===== config.mk =====
export PLATFORM = sky130hd
export DESIGN_NAME = rxwb_engine
export DESIGN_NICKNAME = d
export VERILOG_FILES = /design/src/rtl/rxwb_pkg.sv /design/src/rtl/rxwb_packer.sv /design/src/rtl/rxwb_classify.sv /design/src/rtl/rxwb_stats.sv /design/src/rtl/rxwb_engine.sv
export SDC_FILE = /design/constraint.sdc
export NUM_CORES = 1
export LEC_CHECK = 0
export ABC_AREA = 1
export BUFFER_PORTS_ARGS = -buffer_cell sky130_fd_sc_hd__buf_2
export CAP_MARGIN = 0
export CORE_MARGIN = 2
export CORE_UTILIZATION = 30
export CTS_CLUSTER_SIZE = 40
export DETAILED_ROUTE_END_ITERATION = 12
export REMOVE_ABC_BUFFERS = 1
export SYNTH_ARGS = -nofsm -noshare
export SYNTH_HDL_FRONTEND = slang
export SYNTH_SLANG_ARGS = --single-unit

===== constraint.sdc =====
create_clock -name clk -period 4.87 [get_ports clk]
set_input_delay 0.2435 -clock clk [delete_from_list [all_inputs] [get_ports clk]]
set_output_delay 0.2435 -clock clk [all_outputs]
set_load 0.02 [all_outputs]

===== src/rtl/rxwb_pkg.sv =====
package rxwb_pkg;
  localparam int unsigned RXWB_AW         = 32;
  localparam int unsigned RXWB_LEN_W      = 16;
  localparam int unsigned RXWB_DESC_BYTES = 32;
  localparam int unsigned RXWB_CRC_BYTES  = 4;

  typedef enum logic [2:0] {
    ST_IDLE, ST_RD_CTL, ST_RD_SIZE, ST_RD_BUF, ST_CHECK, ST_DATA, ST_DROP, ST_WB
  } rx_state_t;

  typedef enum logic [0:0] { DROP_RUNT, DROP_UNOWNED } drop_kind_t;

  // length as stored in the write-back word and in the byte counter
  function automatic logic [RXWB_LEN_W-1:0] wire_octets(input logic [RXWB_LEN_W-1:0] len);
    return len + RXWB_LEN_W'(RXWB_CRC_BYTES);
  endfunction

  function automatic logic [31:0] status_word(input logic [RXWB_LEN_W-1:0] len);
    return {wire_octets(len), 16'h0300};
  endfunction

  function automatic logic [RXWB_AW-1:0] advance_ptr(input logic [RXWB_AW-1:0] cur,
                                                     input logic [RXWB_AW-1:0] base,
                                                     input logic wrap);
    return wrap ? base : cur + RXWB_AW'(RXWB_DESC_BYTES);
  endfunction
endpackage


===== src/rtl/rxwb_packer.sv =====
module rxwb_packer #(
  parameter int unsigned DATA_W = 32
) (
  input  logic              clk,
  input  logic              rst_n,
  input  logic              clear,
  input  logic              beat,
  input  logic [7:0]        data,
  input  logic              last,
  output logic              wr_fire,
  output logic [DATA_W-1:0] word,
  output logic [DATA_W/8-1:0] be
);
  localparam int unsigned LANES  = DATA_W / 8;
  localparam int unsigned LANE_W = (LANES > 1) ? $clog2(LANES) : 1;

  logic [LANE_W-1:0] lane;
  logic [DATA_W-1:0] acc;

  always_comb begin
    word = acc;
    word[lane*8 +: 8] = data;
    for (int i = 0; i < LANES; i++) be[i] = (i <= int'(lane));
  end

  assign wr_fire = beat && ((lane == LANE_W'(LANES - 1)) || last);

  always_ff @(posedge clk or negedge rst_n) begin
    if (!rst_n) begin
      lane <= '0;
      acc  <= '0;
    end else if (clear) begin
      lane <= '0;
      acc  <= '0;
    end else if (beat) begin
      if (wr_fire) begin
        lane <= '0;
        acc  <= '0;
      end else begin
        lane <= lane + LANE_W'(1);
        acc  <= word;
      end
    end
  end
endmodule


===== src/rtl/rxwb_classify.sv =====
module rxwb_classify #(
  parameter int unsigned DEST_BYTES = 6
) (
  input  logic       clk,
  input  logic       rst_n,
  input  logic       clear,
  input  logic       beat,
  input  logic [7:0] data,
  output logic       is_bcast,
  output logic       is_mcast
);
  localparam int unsigned IDX_W = $clog2(DEST_BYTES + 1);

  logic [IDX_W-1:0] idx;
  logic             all_ones;
  logic             group_bit;

  always_ff @(posedge clk or negedge rst_n) begin
    if (!rst_n) begin
      idx       <= '0;
      all_ones  <= 1'b1;
      group_bit <= 1'b0;
    end else if (clear) begin
      idx       <= '0;
      all_ones  <= 1'b1;
      group_bit <= 1'b0;
    end else if (beat && (idx < IDX_W'(DEST_BYTES))) begin
      idx <= idx + IDX_W'(1);
      if (data != 8'hFF) all_ones <= 1'b0;
      if (idx == '0) group_bit <= data[0];
    end
  end

  assign is_bcast = all_ones;
  assign is_mcast = group_bit && !all_ones;
endmodule


===== src/rtl/rxwb_stats.sv =====
module rxwb_stats #(
  parameter int unsigned CNT_W = 32,
  parameter int unsigned LEN_W = 16
) (
  input  logic             clk,
  input  logic             rst_n,
  input  logic             bump,
  input  logic [LEN_W-1:0] octets,
  input  logic             bcast,
  input  logic             mcast,
  output logic [CNT_W-1:0] n_bytes,
  output logic [CNT_W-1:0] n_frames,
  output logic [CNT_W-1:0] n_bcast,
  output logic [CNT_W-1:0] n_mcast
);
  always_ff @(posedge clk or negedge rst_n) begin
    if (!rst_n) begin
      n_bytes  <= '0;
      n_frames <= '0;
      n_bcast  <= '0;
      n_mcast  <= '0;
    end else if (bump) begin
      n_bytes  <= n_bytes + CNT_W'(octets);
      n_frames <= n_frames + CNT_W'(1);
      if (bcast) n_bcast <= n_bcast + CNT_W'(1);
      if (mcast) n_mcast <= n_mcast + CNT_W'(1);
    end
  end
endmodule


===== src/rtl/rxwb_engine.sv =====
module rxwb_engine
  import rxwb_pkg::*;
#(
  parameter int unsigned DATA_W  = 32,
  parameter int unsigned CNT_W   = 32,
  parameter int unsigned MIN_LEN = 12
) (
  input  logic                  clk,
  input  logic                  rst_n,
  input  logic                  rx_en,
  input  logic [RXWB_AW-1:0]    ring_base,
  input  logic                  ring_load,
  input  logic                  s_valid,
  input  logic [7:0]            s_data,
  input  logic                  s_last,
  input  logic [RXWB_LEN_W-1:0] frame_len,
  output logic                  s_ready,
  output logic                  mem_req,
  output logic                  mem_we,
  output logic [RXWB_AW-1:0]    mem_addr,
  output logic [DATA_W-1:0]     mem_wdata,
  output logic [DATA_W/8-1:0]   mem_be,
  input  logic [DATA_W-1:0]     mem_rdata,
  output logic                  ev_rx_int,
  output logic                  ev_norm_sum,
  output logic                  ev_buf_unavail,
  output logic                  ev_abn_sum,
  output logic [RXWB_AW-1:0]    cur_ptr,
  output logic [CNT_W-1:0]      stat_bytes,
  output logic [CNT_W-1:0]      stat_frames,
  output logic [CNT_W-1:0]      stat_bcast,
  output logic [CNT_W-1:0]      stat_mcast
);
  localparam int unsigned BE_W = DATA_W / 8;
  localparam logic [RXWB_AW-1:0] WORD_STEP = RXWB_AW'(BE_W);
  localparam logic [RXWB_AW-1:0] OFS_SIZE  = RXWB_AW'(4);
  localparam logic [RXWB_AW-1:0] OFS_BUF   = RXWB_AW'(8);

  rx_state_t             state;
  drop_kind_t            drop_kind;
  logic [RXWB_LEN_W-1:0] len_q;
  logic                  own_q;
  logic                  wrap_q;
  logic [RXWB_AW-1:0]    buf_ptr;

  // named internal events, also observed by the checker
  logic in_desc_phase;
  logic frame_start;
  logic beat;
  logic wb_done;
  logic pk_fire;
  logic [DATA_W-1:0] pk_word;
  logic [BE_W-1:0]   pk_be;
  logic cl_bcast, cl_mcast;

  assign s_ready       = (state == ST_DATA) || (state == ST_DROP);
  assign beat          = s_valid && s_ready;
  assign frame_start   = (state == ST_IDLE) && s_valid && rx_en;
  assign wb_done       = (state == ST_WB);
  assign in_desc_phase = (state == ST_RD_CTL) || (state == ST_RD_SIZE) ||
                         (state == ST_RD_BUF) || (state == ST_CHECK) || wb_done;

  rxwb_packer #(.DATA_W(DATA_W)) packer_i (
    .clk(clk), .rst_n(rst_n), .clear(state == ST_CHECK),
    .beat(beat && (state == ST_DATA)), .data(s_data), .last(s_last),
    .wr_fire(pk_fire), .word(pk_word), .be(pk_be)
  );

  rxwb_classify #(.DEST_BYTES(6)) classify_i (
    .clk(clk), .rst_n(rst_n), .clear(state == ST_CHECK),
    .beat(beat && (state == ST_DATA)), .data(s_data),
    .is_bcast(cl_bcast), .is_mcast(cl_mcast)
  );

  rxwb_stats #(.CNT_W(CNT_W), .LEN_W(RXWB_LEN_W)) stats_i (
    .clk(clk), .rst_n(rst_n), .bump(wb_done), .octets(wire_octets(len_q)),
    .bcast(cl_bcast), .mcast(cl_mcast),
    .n_bytes(stat_bytes), .n_frames(stat_frames),
    .n_bcast(stat_bcast), .n_mcast(stat_mcast)
  );

  always_comb begin
    mem_req   = 1'b0;
    mem_we    = 1'b0;
    mem_addr  = cur_ptr;
    mem_wdata = '0;
    mem_be    = '0;
    unique case (state)
      ST_RD_CTL:  mem_req = 1'b1;
      ST_RD_SIZE: begin mem_req = 1'b1; mem_addr = cur_ptr + OFS_SIZE; end
      ST_RD_BUF:  begin mem_req = 1'b1; mem_addr = cur_ptr + OFS_BUF;  end
      ST_DATA: begin
        mem_req   = pk_fire;
        mem_we    = pk_fire;
        mem_addr  = buf_ptr;
        mem_wdata = pk_word;
        mem_be    = pk_be;
      end
      ST_WB: begin
        mem_req   = 1'b1;
        mem_we    = 1'b1;
        mem_wdata = DATA_W'(status_word(len_q));
        mem_be    = '1;
      end
      default: ;
    endcase
  end

  always_ff @(posedge clk or negedge rst_n) begin
    if (!rst_n) begin
      state          <= ST_IDLE;
      drop_kind      <= DROP_RUNT;
      len_q          <= '0;
      own_q          <= 1'b0;
      wrap_q         <= 1'b0;
      buf_ptr        <= '0;
      cur_ptr        <= '0;
      ev_rx_int      <= 1'b0;
      ev_norm_sum    <= 1'b0;
      ev_buf_unavail <= 1'b0;
      ev_abn_sum     <= 1'b0;
    end else begin
      ev_rx_int      <= 1'b0;
      ev_norm_sum    <= 1'b0;
      ev_buf_unavail <= 1'b0;
      ev_abn_sum     <= 1'b0;
      unique case (state)
        ST_IDLE: if (frame_start) begin
          len_q <= frame_len;
          if (frame_len < RXWB_LEN_W'(MIN_LEN)) begin
            drop_kind <= DROP_RUNT;
            state     <= ST_DROP;
          end else begin
            state <= ST_RD_CTL;
          end
        end
        ST_RD_CTL:  state <= ST_RD_SIZE;
        ST_RD_SIZE: begin own_q  <= mem_rdata[31]; state <= ST_RD_BUF; end
        ST_RD_BUF:  begin wrap_q <= mem_rdata[15]; state <= ST_CHECK;  end
        ST_CHECK: begin
          buf_ptr <= RXWB_AW'(mem_rdata);
          if (own_q) begin
            state <= ST_DATA;
          end else begin
            drop_kind <= DROP_UNOWNED;
            state     <= ST_DROP;
          end
        end
        ST_DATA: begin
          if (pk_fire) buf_ptr <= buf_ptr + WORD_STEP;
          if (beat && s_last) state <= ST_WB;
        end
        ST_DROP: if (beat && s_last) begin
          if (drop_kind == DROP_RUNT) begin
            ev_rx_int   <= 1'b1;
            ev_norm_sum <= 1'b1;
          end else begin
            ev_buf_unavail <= 1'b1;
            ev_abn_sum     <= 1'b1;
          end
          state <= ST_IDLE;
        end
        ST_WB: begin
          ev_rx_int   <= 1'b1;
          ev_norm_sum <= 1'b1;
          state       <= ST_IDLE;
        end
        default: state <= ST_IDLE;
      endcase
      if (ring_load)    cur_ptr <= ring_base;
      else if (wb_done) cur_ptr <= advance_ptr(cur_ptr, ring_base, wrap_q);
    end
  end
endmodule


Word level (Yosys, flattened, before mapping)
Cells that the tools add are included.

Register bits: 255. Input port bits: 94. Logic and storage cells: 122.

$add $sub $neg: 12. $lt $le $gt $ge: 5. Equal/unequal tests: 15. Shifts and indexed selects: 2. Mux-type cells: 41. Reductions and logical operators: 29.

Operator list (count): two-way mux 32 bit (7); one-hot mux 32 bit (2 select lines) (2); adder 32 x 1 -> 32 bit, second input constant (3); one-hot mux 32 bit (3 select lines) (1); adder 32 x 3 -> 32 bit, second input constant (2); negation 5 -> 34 bit (1); variable shift 8 x 34 -> 32 bit, first input constant (1); variable part select 8 x 34 -> 32 bit (1); adder 32 x 16 -> 32 bit (1); adder 32 x 4 -> 32 bit, second input constant (1); adder 32 x 6 -> 32 bit, second input constant (1); bitwise mux 32 bit (1); one-hot mux 3 bit (8 select lines) (1); two-way mux 3 bit (6); adder 16 x 3 -> 16 bit, second input constant (1); < comparator 16 x 4 -> 1 bit, second input constant (1); two-way mux 1 bit (14); nonzero test 2 bit (7); equality test 3 bit, second input constant (4); AND reduction 2 bit (6); logical AND 1 bit (8); two-way mux 2 bit (4); != test 8 bit, second input constant (1); one-hot mux 1 bit (2 select lines) (4); other kinds (17) (25).

Longest topological paths before layout
Depth in word-level cells: 8. Mapped depth: 21. Mapped depth without buffers: 21.

By module
A second synthesis with hierarchy kept.

Cells, all modules: 2716. Area total of the unflattened synthesis: 17956.0 um^2.

By module, submodules not included: rxwb_stats (times used 1, cells each 1101, area an instance 7983.9 um^2); rxwb_engine (times used 1, cells each 1277, area an instance 7671.1 um^2); rxwb_packer (times used 1, cells each 298, area an instance 1996.9 um^2); rxwb_classify (times used 1, cells each 40, area an instance 304.0 um^2).

Least setup slack after synthesis
No wires, ideal clock.

Path kind: reg-to-reg. Start: reg len_q[6]. End: reg stats_i.n_bytes[23]. Library setup time: 117 ps. Arrival time: 2270 ps. Required time: 4753 ps. Setup slack: 2483 ps. Cell stages (with the launch flop): 18. Path buffers: 0. Clock period less this slack: 2387 ps. Path through: dfrtp_1 > nand2_1 > nor2_1 > nand2_1 > nor2_1 > nand2_1 > o21ai_0 > inv_1 > ha_1 > nand2_1 > nor2_1 > nand2_1 > nor2_1 > nand2_1 > nand3_1 > nand2_1 > nand2_1 > nand2_1.

Longest elaborated chain between the ends: 2.

RTL lines: from (decl) (RTL line rxwb_engine.sv:41) `logic [RXWB_LEN_W-1:0] len_q;`; from (signal assigned) (RTL line rxwb_engine.sv:129) `len_q <= frame_len;`; adder 16 x 3 -> 16 bit (RTL line rxwb_pkg.sv:15) `return len + RXWB_LEN_W'(RXWB_CRC_BYTES);`; adder 32 x 16 -> 32 bit (RTL line rxwb_stats.sv:23) `n_bytes <= n_bytes + CNT_W'(octets);`; to (signal assigned) (RTL line rxwb_stats.sv:23); to (decl) (RTL line rxwb_stats.sv:11) `output logic [CNT_W-1:0] n_bytes,`.

No other way between the ends. A chain may end at the register's enable or synchronous reset.

Final worst setup path
Start: reg state[1]. End: out mem_addr[5].

Longest elaborated chain between the ends: 2. Elaborated cells between the ends (all ways): 4. Classes of those cells: eq/ne: 3; mux: 1.

RTL lines: from (decl) (RTL line rxwb_engine.sv:39) `rx_state_t state;`; from (signal assigned) (RTL line rxwb_engine.sv:111) `state <= ST_IDLE;`; from (signal assigned) (RTL line rxwb_engine.sv:132) `state <= ST_DROP;`; from (signal assigned) (RTL line rxwb_engine.sv:134) `state <= ST_RD_CTL;`; equality test 3 bit / equality test 3 x 2 -> 1 bit (equally long branches) (RTL line rxwb_engine.sv:88) `unique case (state)`; one-hot mux 32 bit (3 select lines) * (RTL line rxwb_engine.sv:88); to (decl) (RTL line rxwb_engine.sv:20) `output logic [RXWB_AW-1:0] mem_addr,`.

Every way passes the cells marked *; elsewhere a longest branch is shown, timed or not.

==> results.ini <==
[status]
outcome=finished clean

[routing]
drt_iter0_drc=1501
avgViaCountPerCell=4.98
drc=0
finalWirelength_um=63900
drtPass1Iterations=6
routedWlPerCell_um=17.1
postRouteAntennaNets=0
vias=18589

[yosys]
ys_types=54
ys_seq_elements=255
synth_async_sr_flop_share=1.00
ys_top_cells_by_count=812 x nand2_1, 312 x nor2_1, 281 x inv_1
yosysTopAreaCell=dfrtp_1
netlist_area_um2=17500
yosysSeqAreaShare=0.365
ys_warn_count=0
synth_area_leaders=dfrtp_1 36%, nand2_1 17%, nor2_1 6.7%
yosys.area.top_type_share=0.364
synthCells=2580
syn_area_per_cell_um2=6.77
synth-edff-count=0
yosysMostFrequentCell=nand2_1
synthFlopType=dfrtp_1

[clock_tree]
cts_resized=0
cts_buffer_depth=3
tritoncts=yes
post_cts_buffers=0
cts_hold_buf=54
cts_root_buf=clkbuf_16
clock_sinks=255
htree_levels=2
path_clk_slew_ns=0.06
clock_latency_ns=0.55
cts_buffers=35

[critical_path]
crit_buf_inv=4
path_cells=inv_1 > nand3_4 > buf_4 > nand3_2 > inv_2 > nor3_1 > o221ai_1 > buf_2
crit_required_ns=4.63
crit_family=buffers and inverters
slowest_stage=buf_4
path_class=flip-flop to output port
r2r-start=state[2]
reg2reg_to=packer_i.acc[31]
rrSetupSlack_ns=1.55
start_kind=flip-flop
cp_data_arrival_time_ns=3.50
crit_fanout=57
slowest_delay_ns=0.63
rr_worst_depth=8
critPathCaptureType=output port

[power]
seqPwrFrac=0.309
p_int_mw=5.55
clockPowerShare=0.265
combinationalPowerShare=0.426
cellPowerDensity_nw_per_um2=471
ir_drop_v=0.000294
swShare=0.455
leakagePower_nw=10.6
p_switching_mw=4.63

[die]
rows=88
die_w_um=245
die-area_um2=60200
die_h_um=245
start_util=0.303
coreArea_um2=57600
ios=329

[sta]
fmax_mhz=267
fin_crit_sh=0.769
min_period_ns=3.75
fin_tns_setup_ns=0
rsz0062_at_grt=false
hold_violations=0
clock_skew_ns=0.0284
drv_slew=0
finalSetupViolations=0
worst_pin_slew_ns=0.960
max-slew-margin-rel=0.359

[global_routing]
grt_max_degree=119
overflow=0
grt_pass1_vias=17203
grt_pass1_wl_um=97500
antenna_found_initial=4
grtUsageTotal=0.205

[hold_path]
hold_end=buf_ptr[14]
min_path_cells=3
hp-start=mem_rdata[14]
hp-class=input port to flip-flop

[flow_run]
max_cap_violations=0

[placement]
dpl.hpwl_um=47800
portBuffers=328
place_congestion=0.957

[layout]
multi_input_area_um2=9650
num_antenna_cells=0
nFillCells=6086
syn2layout_area_growth_pct=23.6
final_util=0.375
finalNetCount=3071
drive_gt1_frac=0.152
area.sequential_um2=6380

flip-flops by register name (all words and copies together), names as in the netlist:
signal	cells
buf_ptr	32
cur_ptr	32
packer_i.acc	32
stats_i.n_bcast	32
stats_i.n_bytes	32
stats_i.n_frames	32
stats_i.n_mcast	32
len_q	16
classify_i.idx	3
state	3
packer_i.lane	2
classify_i.group_bit	1
classify_i.is_bcast	1
drop_kind	1
ev_abn_sum	1
ev_norm_sum	1
own_q	1
wrap_q	1
layer usage:
layer / GRT usage / share of wire / vias to the layer above
met2: 0.320 / 0.45 / 678
met3: 0.0383 / 0.073 / 124
met5: 0 / 0.00039 / -
met1: 0.281 / 0.44 / 8667
li1: - / - / 9116
met4: 0.0775 / 0.035 / 4
power by group through the flow:
stage          Combinational (mW)  Sequential [mW]  Clock (mW)
6_report                     4.34             3.14        2.70
5_1_grt                      4.77             3.21        2.87
4_1_cts                      4.29             3.13        2.78
3_5_place_dp                 4.24             3.16           0
3_3_place_gp                 4.22             3.16           0
2_1_floorplan                2.67             3.17           0
cell usage in the layout (no fill, tap or decap), types with 43 or more instances in the layout:
cell           netlist  routed
nor3_1              70      70
dfrtp_1            254     254
xor2_1              60      60
nor2_1             312     312
dlygate4sd3_1        0      54
nand3_1            208     208
o21ai_0            151     151
a21oi_1             43      43
buf_2               25     327
nand4_1             46      46
nand2_1            812     812
inv_1              281     281
xnor2_1             43      43
worst reg2reg max path: cells and delay by family (launching register included):
family	cells	cell delay (ns)
compound gates	2	0.35
buf+inv	2	0.69
simple gates	4	1.57
flops	1	0.53
per-stage QoR:
stage	setup slack (ns)	instances	cell area, µm²	total power, mW	hold slack, ns
3_5_place_dp	1.54	3617	19800	7.39	0.318
5_1_grt	0.926	3734	21600	10.8	0.0153
2_1_floorplan	1.92	2511	17100	5.84	-0.0521
3_3_place_gp	1.59	3617	19800	7.38	0.319
6_report	1.12	3734	21600	10.2	0.0252
4_1_cts	1.18	3734	21600	10.2	0.000157
area by class of cell:
| type | instances | area share |
|---|---|---|
| inverter | 291 | 0.0507 |
| tap | 765 | 0.0443 |
| multi-input combinational | 1965 | 0.447 |
| clock inverter | 15 | 0.00800 |
| sequential | 255 | 0.296 |
| clock buffer | 48 | 0.0475 |
| timing repair buffer | 395 | 0.107 |
cell families (layout without fill, tap and decap cells):
| group | Yosys count | after routing | share of synthesized area |
|---|---|---|---|
| buffers and inverters | 360 | 749 | 0.0817 |
| and+or+nand+nor | 1523 | 1523 | 0.374 |
| AOI/OAI and AO/OA | 305 | 305 | 0.102 |
| adders and majority gates | 34 | 34 | 0.0248 |
| xor gates and xnor gates | 103 | 103 | 0.0517 |
| DFF | 255 | 255 | 0.365 |
worst max-delay path by stage:
stage / from / depth (start not counted) / slack, ns / to
final: state[1] / 8 / 1.12 / mem_addr[5]
after global routing: state[1] / 8 / 0.93 / mem_addr[5]
after floorplan: state[1] / 8 / 1.92 / packer_i.acc[16]
after CTS: state[1] / 8 / 1.18 / mem_addr[5]
after global placement: state[2] / 8 / 1.59 / packer_i.acc[19]
after detailed placement: state[2] / 8 / 1.54 / packer_i.acc[20]
Note: power is estimated with default switching activity, not from simulation.
